===== src/rtl/cfa_pkg.sv =====
package cfa_pkg;
    parameter int TAPS   = 4;
    parameter int SMP_W  = 8;
    parameter int COEF_W = 8;
    parameter int ACC_W  = 20;

    localparam int PROD_W = SMP_W + COEF_W;

    typedef logic signed [SMP_W-1:0]  smp_t;
    typedef logic signed [COEF_W-1:0] coef_t;
    typedef logic signed [ACC_W-1:0]  acc_t;
    typedef logic [TAPS-1:0][COEF_W-1:0] coef_vec_t;

    typedef struct packed {
        logic vld;
        smp_t val;
    } slot_t;

    // Add w*x into the passing sum when the sample slot is occupied.
    function automatic acc_t cell_mac(acc_t y, slot_t x, coef_t w);
        acc_t p;
        p = acc_t'(x.val) * acc_t'(w);
        return x.vld ? acc_t'(y + p) : y;
    endfunction
endpackage


===== src/rtl/cfa_phase.sv =====
module cfa_phase (
    input  logic clk,
    input  logic rst,
    output logic slot_q
);
    // High on cycles 0, 2, 4, ... after reset: these are the sample slots.
    always_ff @(posedge clk) begin
        if (rst) slot_q <= 1'b1;
        else     slot_q <= ~slot_q;
    end
endmodule


===== src/rtl/cfa_coef_chain.sv =====
module cfa_coef_chain
    import cfa_pkg::*;
(
    input  logic                clk,
    input  logic                rst,
    input  logic                ld_en,
    input  logic [COEF_W-1:0]   ld_coef,
    output coef_vec_t           coef_q
);
    // Word enters cell 0 and ripples toward cell TAPS-1.
    always_ff @(posedge clk) begin
        if (rst)        coef_q <= '0;
        else if (ld_en) coef_q <= {coef_q[TAPS-2:0], ld_coef};
    end
endmodule


===== src/rtl/cfa_cell.sv =====
module cfa_cell
    import cfa_pkg::*;
(
    input  logic  clk,
    input  logic  rst,
    input  coef_t coef,
    input  slot_t x_in,
    input  acc_t  y_in,
    output slot_t x_q,
    output acc_t  y_q
);
    always_ff @(posedge clk) begin
        if (rst) begin
            x_q <= '0;
            y_q <= '0;
        end else begin
            x_q <= x_in;
            y_q <= cell_mac(y_in, x_in, coef);
        end
    end
endmodule


===== src/rtl/counterflow_fir.sv =====
module counterflow_fir
    import cfa_pkg::*;
(
    input  logic                      clk,
    input  logic                      rst,
    input  logic                      ld_en,
    input  logic [cfa_pkg::COEF_W-1:0] ld_coef,
    input  logic                      smp_vld,
    input  logic [cfa_pkg::SMP_W-1:0]  smp_data,
    output logic                      res_vld,
    output logic [cfa_pkg::ACC_W-1:0]  res_data
);
    logic      slot_q;
    coef_vec_t coef_q;
    slot_t     x_in [TAPS];
    slot_t     x_q  [TAPS];
    acc_t      y_in [TAPS];
    acc_t      y_q  [TAPS];

    cfa_phase u_phase (
        .clk    (clk),
        .rst    (rst),
        .slot_q (slot_q)
    );

    cfa_coef_chain u_coef (
        .clk     (clk),
        .rst     (rst),
        .ld_en   (ld_en),
        .ld_coef (ld_coef),
        .coef_q  (coef_q)
    );

    for (genvar c = 0; c < TAPS; c++) begin : g_cell
        // Samples flow from cell 0 upward.
        if (c == 0) begin : g_xhead
            always_comb begin
                x_in[c].vld = smp_vld & slot_q & ~ld_en;
                x_in[c].val = smp_t'(smp_data);
            end
        end else begin : g_xlink
            assign x_in[c] = x_q[c-1];
        end
        // Partial sums flow from cell TAPS-1 downward, seeded with zero.
        if (c == TAPS-1) begin : g_yseed
            assign y_in[c] = '0;
        end else begin : g_ylink
            assign y_in[c] = y_q[c+1];
        end

        cfa_cell u_cell (
            .clk  (clk),
            .rst  (rst),
            .coef (coef_t'(coef_q[c])),
            .x_in (x_in[c]),
            .y_in (y_in[c]),
            .x_q  (x_q[c]),
            .y_q  (y_q[c])
        );
    end

    assign res_vld  = x_q[0].vld;
    assign res_data = y_q[0];
endmodule


===== config.mk =====
export PLATFORM = sky130hd
export DESIGN_NAME = counterflow_fir
export DESIGN_NICKNAME = d
export VERILOG_FILES = /design/src/rtl/cfa_pkg.sv /design/src/rtl/cfa_phase.sv /design/src/rtl/cfa_coef_chain.sv /design/src/rtl/cfa_cell.sv /design/src/rtl/counterflow_fir.sv
export SDC_FILE = /design/constraint.sdc
export NUM_CORES = 1
export LEC_CHECK = 0
export BUFFER_PORTS_ARGS = -buffer_cell sky130_fd_sc_hd__buf_2
export CAP_MARGIN = 20
export CORE_MARGIN = 10
export CORE_UTILIZATION = 59
export CTS_CLUSTER_SIZE = 20
export DETAILED_ROUTE_END_ITERATION = 8
export PLACE_DENSITY = 0.79
export REMOVE_ABC_BUFFERS = 1
export SLEW_MARGIN = 20
export SYNTH_ARGS = -nofsm -noshare
export SYNTH_HDL_FRONTEND = slang
export SYNTH_SLANG_ARGS = --single-unit

===== constraint.sdc =====
create_clock -name clk -period 6 [get_ports clk]
set_input_delay 0.6 -clock clk [delete_from_list [all_inputs] [get_ports clk]]
set_output_delay 0.6 -clock clk [all_outputs]
set_load 0.01 [all_outputs]

# Yosys cells after proc, flatten, opt, wreduce, memory -nomap -nowiden
# Cells that the tools add are included.
# totals
input_bits,20
word_cells,31
out_inout_bits,21
reg_bits,140
# op_classes
n_reduce_logical,1
mul,4
addsub,3
bitwise_logic,5
n_mux,3
# ops
op,count
8-bit by 8-bit multiplier with 16-bit output,4
20-bit adder,3
20-bit 2-to-1 mux,3
1-bit NOT,3
1-bit AND,2
2-bit OR reduction,1

# Longest topological paths before layout
# logic_depth
depth_word,3
ltp_mapped,30
ltp_nobuf,29

# By module
# Synthesis repeated with hierarchy kept, for this count alone.
# hier_totals
cells_unflattened,2017
area_unflattened_um2,19603.8
# by_module_without_submodules
module,cells_each,instances,seq_area_each_um2,area_per_inst_um2
cfa_cell at g_cell[1].u_cell ...,479,2,580.6,4606.9
cfa_cell at g_cell[0].u_cell,475,1,580.6,4606.9
cfa_cell at g_cell[3].u_cell,477,1,580.6,4580.6
cfa_coef_chain,103,1,640.6,1163.6
cfa_phase,2,1,20.0,26.3
counterflow_fir,2,1,0.0,12.5

# Worst setup path before layout
# OpenSTA, ideal clock, no wires.
# synth_timing
path_kind,in2reg
from,in smp_data[7] in the netlist's numbering
to,reg g_cell[0].u_cell.y_q[19]
path_buffers,1
setup_time_ps,70
arrival_time_ps,6384
cell_stages,29
setup_slack_ps,-454
path_cell_list,clkbuf_1 -> and2_1 -> fa_1 -> inv_1 -> fa_1 -> inv_1 -> fa_1 -> inv_1 -> fa_1 -> inv_1 -> ha_1 -> a21oi_1 -> o21bai_1 -> a21oi_1 -> o21bai_1 -> a21oi_1 -> o21bai_1 -> a21oi_1 -> xnor2_1 -> ha_1 -> a21o_1 -> a2111oi_0 -> o21ai_0 -> o21a_1 -> a31oi_1 -> o21ai_0 -> xnor2_1 -> or3_1 -> a21oi_1
# synth_via
elab_chain_len,3
# synth_rtl
element,line,text
start: declaration,counterflow_fir.sv:9,"input logic [cfa_pkg::SMP_W-1:0] smp_data,"
8-bit by 8-bit multiplier with 16-bit output,cfa_pkg.sv:22,p = acc_t'(x.val) * acc_t'(w);
20-bit adder,cfa_pkg.sv:23,return x.vld ? acc_t'(y + p) : y;
20-bit 2-to-1 mux,cfa_pkg.sv:23,
end signal: assignment,cfa_cell.sv:18,"y_q <= cell_mac(y_in, x_in, coef);"
end: declaration,cfa_cell.sv:10,output acc_t y_q
# No other way between the ends.
# A chain may end at the register's enable or synchronous reset.

# Worst setup path in the final report
# layout_timing
from,reg u_coef.coef_q[2] in the netlist's numbering
to,reg g_cell[0].u_cell.y_q[19]
# layout_via
elab_chain_len,3
# layout_rtl
element,line,text
start: declaration,cfa_coef_chain.sv:8,output coef_vec_t coef_q
start signal: assignment,cfa_coef_chain.sv:13,"else if (ld_en) coef_q <= {coef_q[TAPS-2:0], ld_coef};"
8-bit by 8-bit multiplier with 16-bit output,cfa_pkg.sv:22,
20-bit adder,cfa_pkg.sv:23,
20-bit 2-to-1 mux,cfa_pkg.sv:23,
# No other way between the ends.

==> run metrics <==
status=finished with violations; failing checks=setup timing; clock root buffer=clkbuf_16; post-synth top area cell=fa_1; Detailed Route Iter0 Violations=525; Area Growth Syn to Fin=16.1%; clock slew at reported path FFs=0.07 ns; worst slew pin tran=1.10 ns; Yosys cell types=61; H-tree levels=4; CP Class=reg -> reg; vias in the first global route=13,200; initial core utilization=59.6%; Post-synth top cells=inv_1 (335), fa_1 (223), ha_1 (177), and2_1 (173), dfxtp_1 (136); post-synthesis sequential area ratio=16.5%; Die Ht=187 um; Worst Setup EP=g_cell[0].u_cell.y_q[19]; initial antenna violation count=0; ys async rst share=0%; top cells by area, synth=fa_1 (27%), dfxtp_1 (16%), ha_1 (13%); RSZ-0062 raised after global routing=yes; Core Rows=61; Yosys top cell area share=27.0%; R2R setup slack=-0.21 ns; CP Launch Type=register; post-layout util=69.2%; slowest stage cell, crit path=fa_1; Most used DFF post-synth=dfxtp_1; Final Hold Viols=0; total gr overflow=0; max incr delay on CP=0.55 ns; Post-route DRC=0; Vias=12,800; Pleak=0.00976 uW; Die W=187 um; GRT Overall Usage=21.6%; Avg Cell Area, Syn=9.06 um2; Setup TNS=-0.536 ns; Die Area=0.0351 mm2; worst-path maximum fanout=3; Ports=41; Post-Synthesis Cells=1,824; clock buffer depth=2; Slew Limit Fails=0; drt wl/cell=16.2 um; Placed Instances=2,340; Antenna Nets Post-Route=0; Yosys reg bits=136; Crit Reg-Reg Endpoint=g_cell[0].u_cell.y_q[19]; total CTS buffers=17; minimum clock period=6.21 ns; crit end category=register; fmax=161 MHz; first-pass GRT wire length=63.1 mm; Post-Syn Area=0.0165 mm2; Period Utilization, post-route=104%; Non-Filler Instances=2,388; drt first pass iters=5; pwr/cell area=164 mW/mm2; Reg area=0.00278 mm2; fraction of layout cells with a size suffix above 1=16.7%; Critical Path Start=u_coef.coef_q[2]; CTS tree=done; post-layout worst setup margin=-0.213 ns; final setup fails=4; port bufs=40; largest net degree at the start of global routing=72; Multi-input gate area=0.0126 mm2; final net count=2,417; reg2reg start=u_coef.coef_q[2]; CTS sink cnt=136; Worst slew margin=26.3%; antenna diode count=0; Fillers=2,012; vias per cell=5.36; top-count cell post-synth=inv_1; # hold bufs at CTS=0; worst skew pair latency=0.45 ns; worst-case reg-to-reg path depth=29; Worst Path Required=6.37 ns; EDFF count, synth=0; Syn. warnings=0; Setup Skew=0.0158 ns; CP arrival=6.58 ns; worst vdd ir=0.000135 V; DP Wirelength=29.5 mm; Worst Hold Class=reg -> reg; GP Congestion=0.876; Post-Route WL=38.6 mm; Max Cap Viol=0; core area=0.0277 mm2
[kinds of logic after synthesis]
logic type / Yosys count / synth area share, %
buf+inv: 384 / 8.72
compound gates: 233 / 9.35
mux: 61 / 3.72
simple gates: 504 / 15.6
flops: 136 / 16.5
xor+xnor: 106 / 5.66
fa+ha+maj: 400 / 40.4
[critical path, delay by kind of cell (launching register included)]
family          cells  cell delay [ns]
fa+ha+maj           6             2.62
buf+inv             5             0.35
simple gates        2             0.47
xor+xnor            2             0.30
compound gates     14             2.05
flops               1             0.36
[state kept, by name, indices dropped and copies added (netlist names)]
name	count
g_cell.u_cell.x_q	27
g_cell.u_cell.y_q	76
u_coef.coef_q	32
u_phase.slot_q	1
[through the flow]
| step | hold slack [ns] | worst slack [ns] | total power (uW) | instance area, um2 |
|---|---|---|---|---|
| 2_1_floorplan | 0.358 | -0.297 | 1540 | 16300 |
| 3_3_place_gp | 0.365 | -0.666 | 1920 | 18100 |
| 3_5_place_dp | 0.374 | -0.910 | 1960 | 18100 |
| 4_1_cts | 0.389 | -0.0580 | 3060 | 18900 |
| 5_1_grt | 0.396 | -0.420 | 3300 | 19200 |
| 6_report | 0.389 | -0.213 | 3140 | 19200 |
[where the power goes]
| group | total [uW] | leakage (uW) | internal, uW | switching [uW] |
|---|---|---|---|---|
| clock network | 1080 | 0.000289 | 600 | 479 |
| logic | 1110 | 0.00835 | 522 | 586 |
| registers | 957 | 0.00112 | 925 | 31.5 |
| total | 3140 | 0.00976 | 2050 | 1100 |
[layer usage]
layer	wire, um	GRT usage [%]	up-vias	share of wire (%)
li1	-	-	6067	-
met1	15400	25.3	6345	40
met2	20400	39.0	296	53
met3	1500	3.19	98	3.9
met4	1240	8.06	0	3.2
met5	0	0	-	0
[repair_timing]
action / in CTS / in global routing
endpoints found under the setup margin: 7 / 18
buffers inserted: 5 / 12
pin swaps: 17 / 41
resized for setup: 32 / 70
[layout by cell type (no fill, tap or decap), types with 9 or more instances in the layout]
cell type / n
dfxtp_1: 111
inv_1: 324
and2_1: 168
clkbuf_16: 17
o21a_1: 9
nand2b_1: 16
ha_1: 171
nor2b_1: 52
buf_2: 39
xor2_1: 24
o21ai_0: 29
a21oi_2: 15
fa_1: 220
mux2i_1: 58
inv_2: 11
dfxtp_2: 15
a211oi_1: 18
dfxtp_4: 10
nor2_1: 112
o21bai_1: 16
xnor2_1: 75
buf_4: 159
nand2_1: 112
a21oi_1: 60
a21o_1: 34
[area by class of cell]
cell class | count | area share [%]
clock inverter | 14 | 0.783
timing repair buffer | 203 | 7.63
multi-input combinational | 1304 | 65.8
inverter | 335 | 6.56
sequential | 136 | 14.5
tap | 378 | 2.47
clock buffer | 18 | 2.29
[worst min path at each step]
stage                    from        endpoint  slack, ns  depth (start not counted)
2_1_floorplan  u_phase.slot_q  u_phase.slot_q       0.36                          1
3_3_place_gp   u_phase.slot_q  u_phase.slot_q       0.37                          1
3_5_place_dp   u_phase.slot_q  u_phase.slot_q       0.37                          1
4_1_cts        u_phase.slot_q  u_phase.slot_q       0.39                          1
5_1_grt        u_phase.slot_q  u_phase.slot_q       0.40                          1
6_report       u_phase.slot_q  u_phase.slot_q       0.39                          1
No activity file was read; power rests on OpenSTA's default activity.
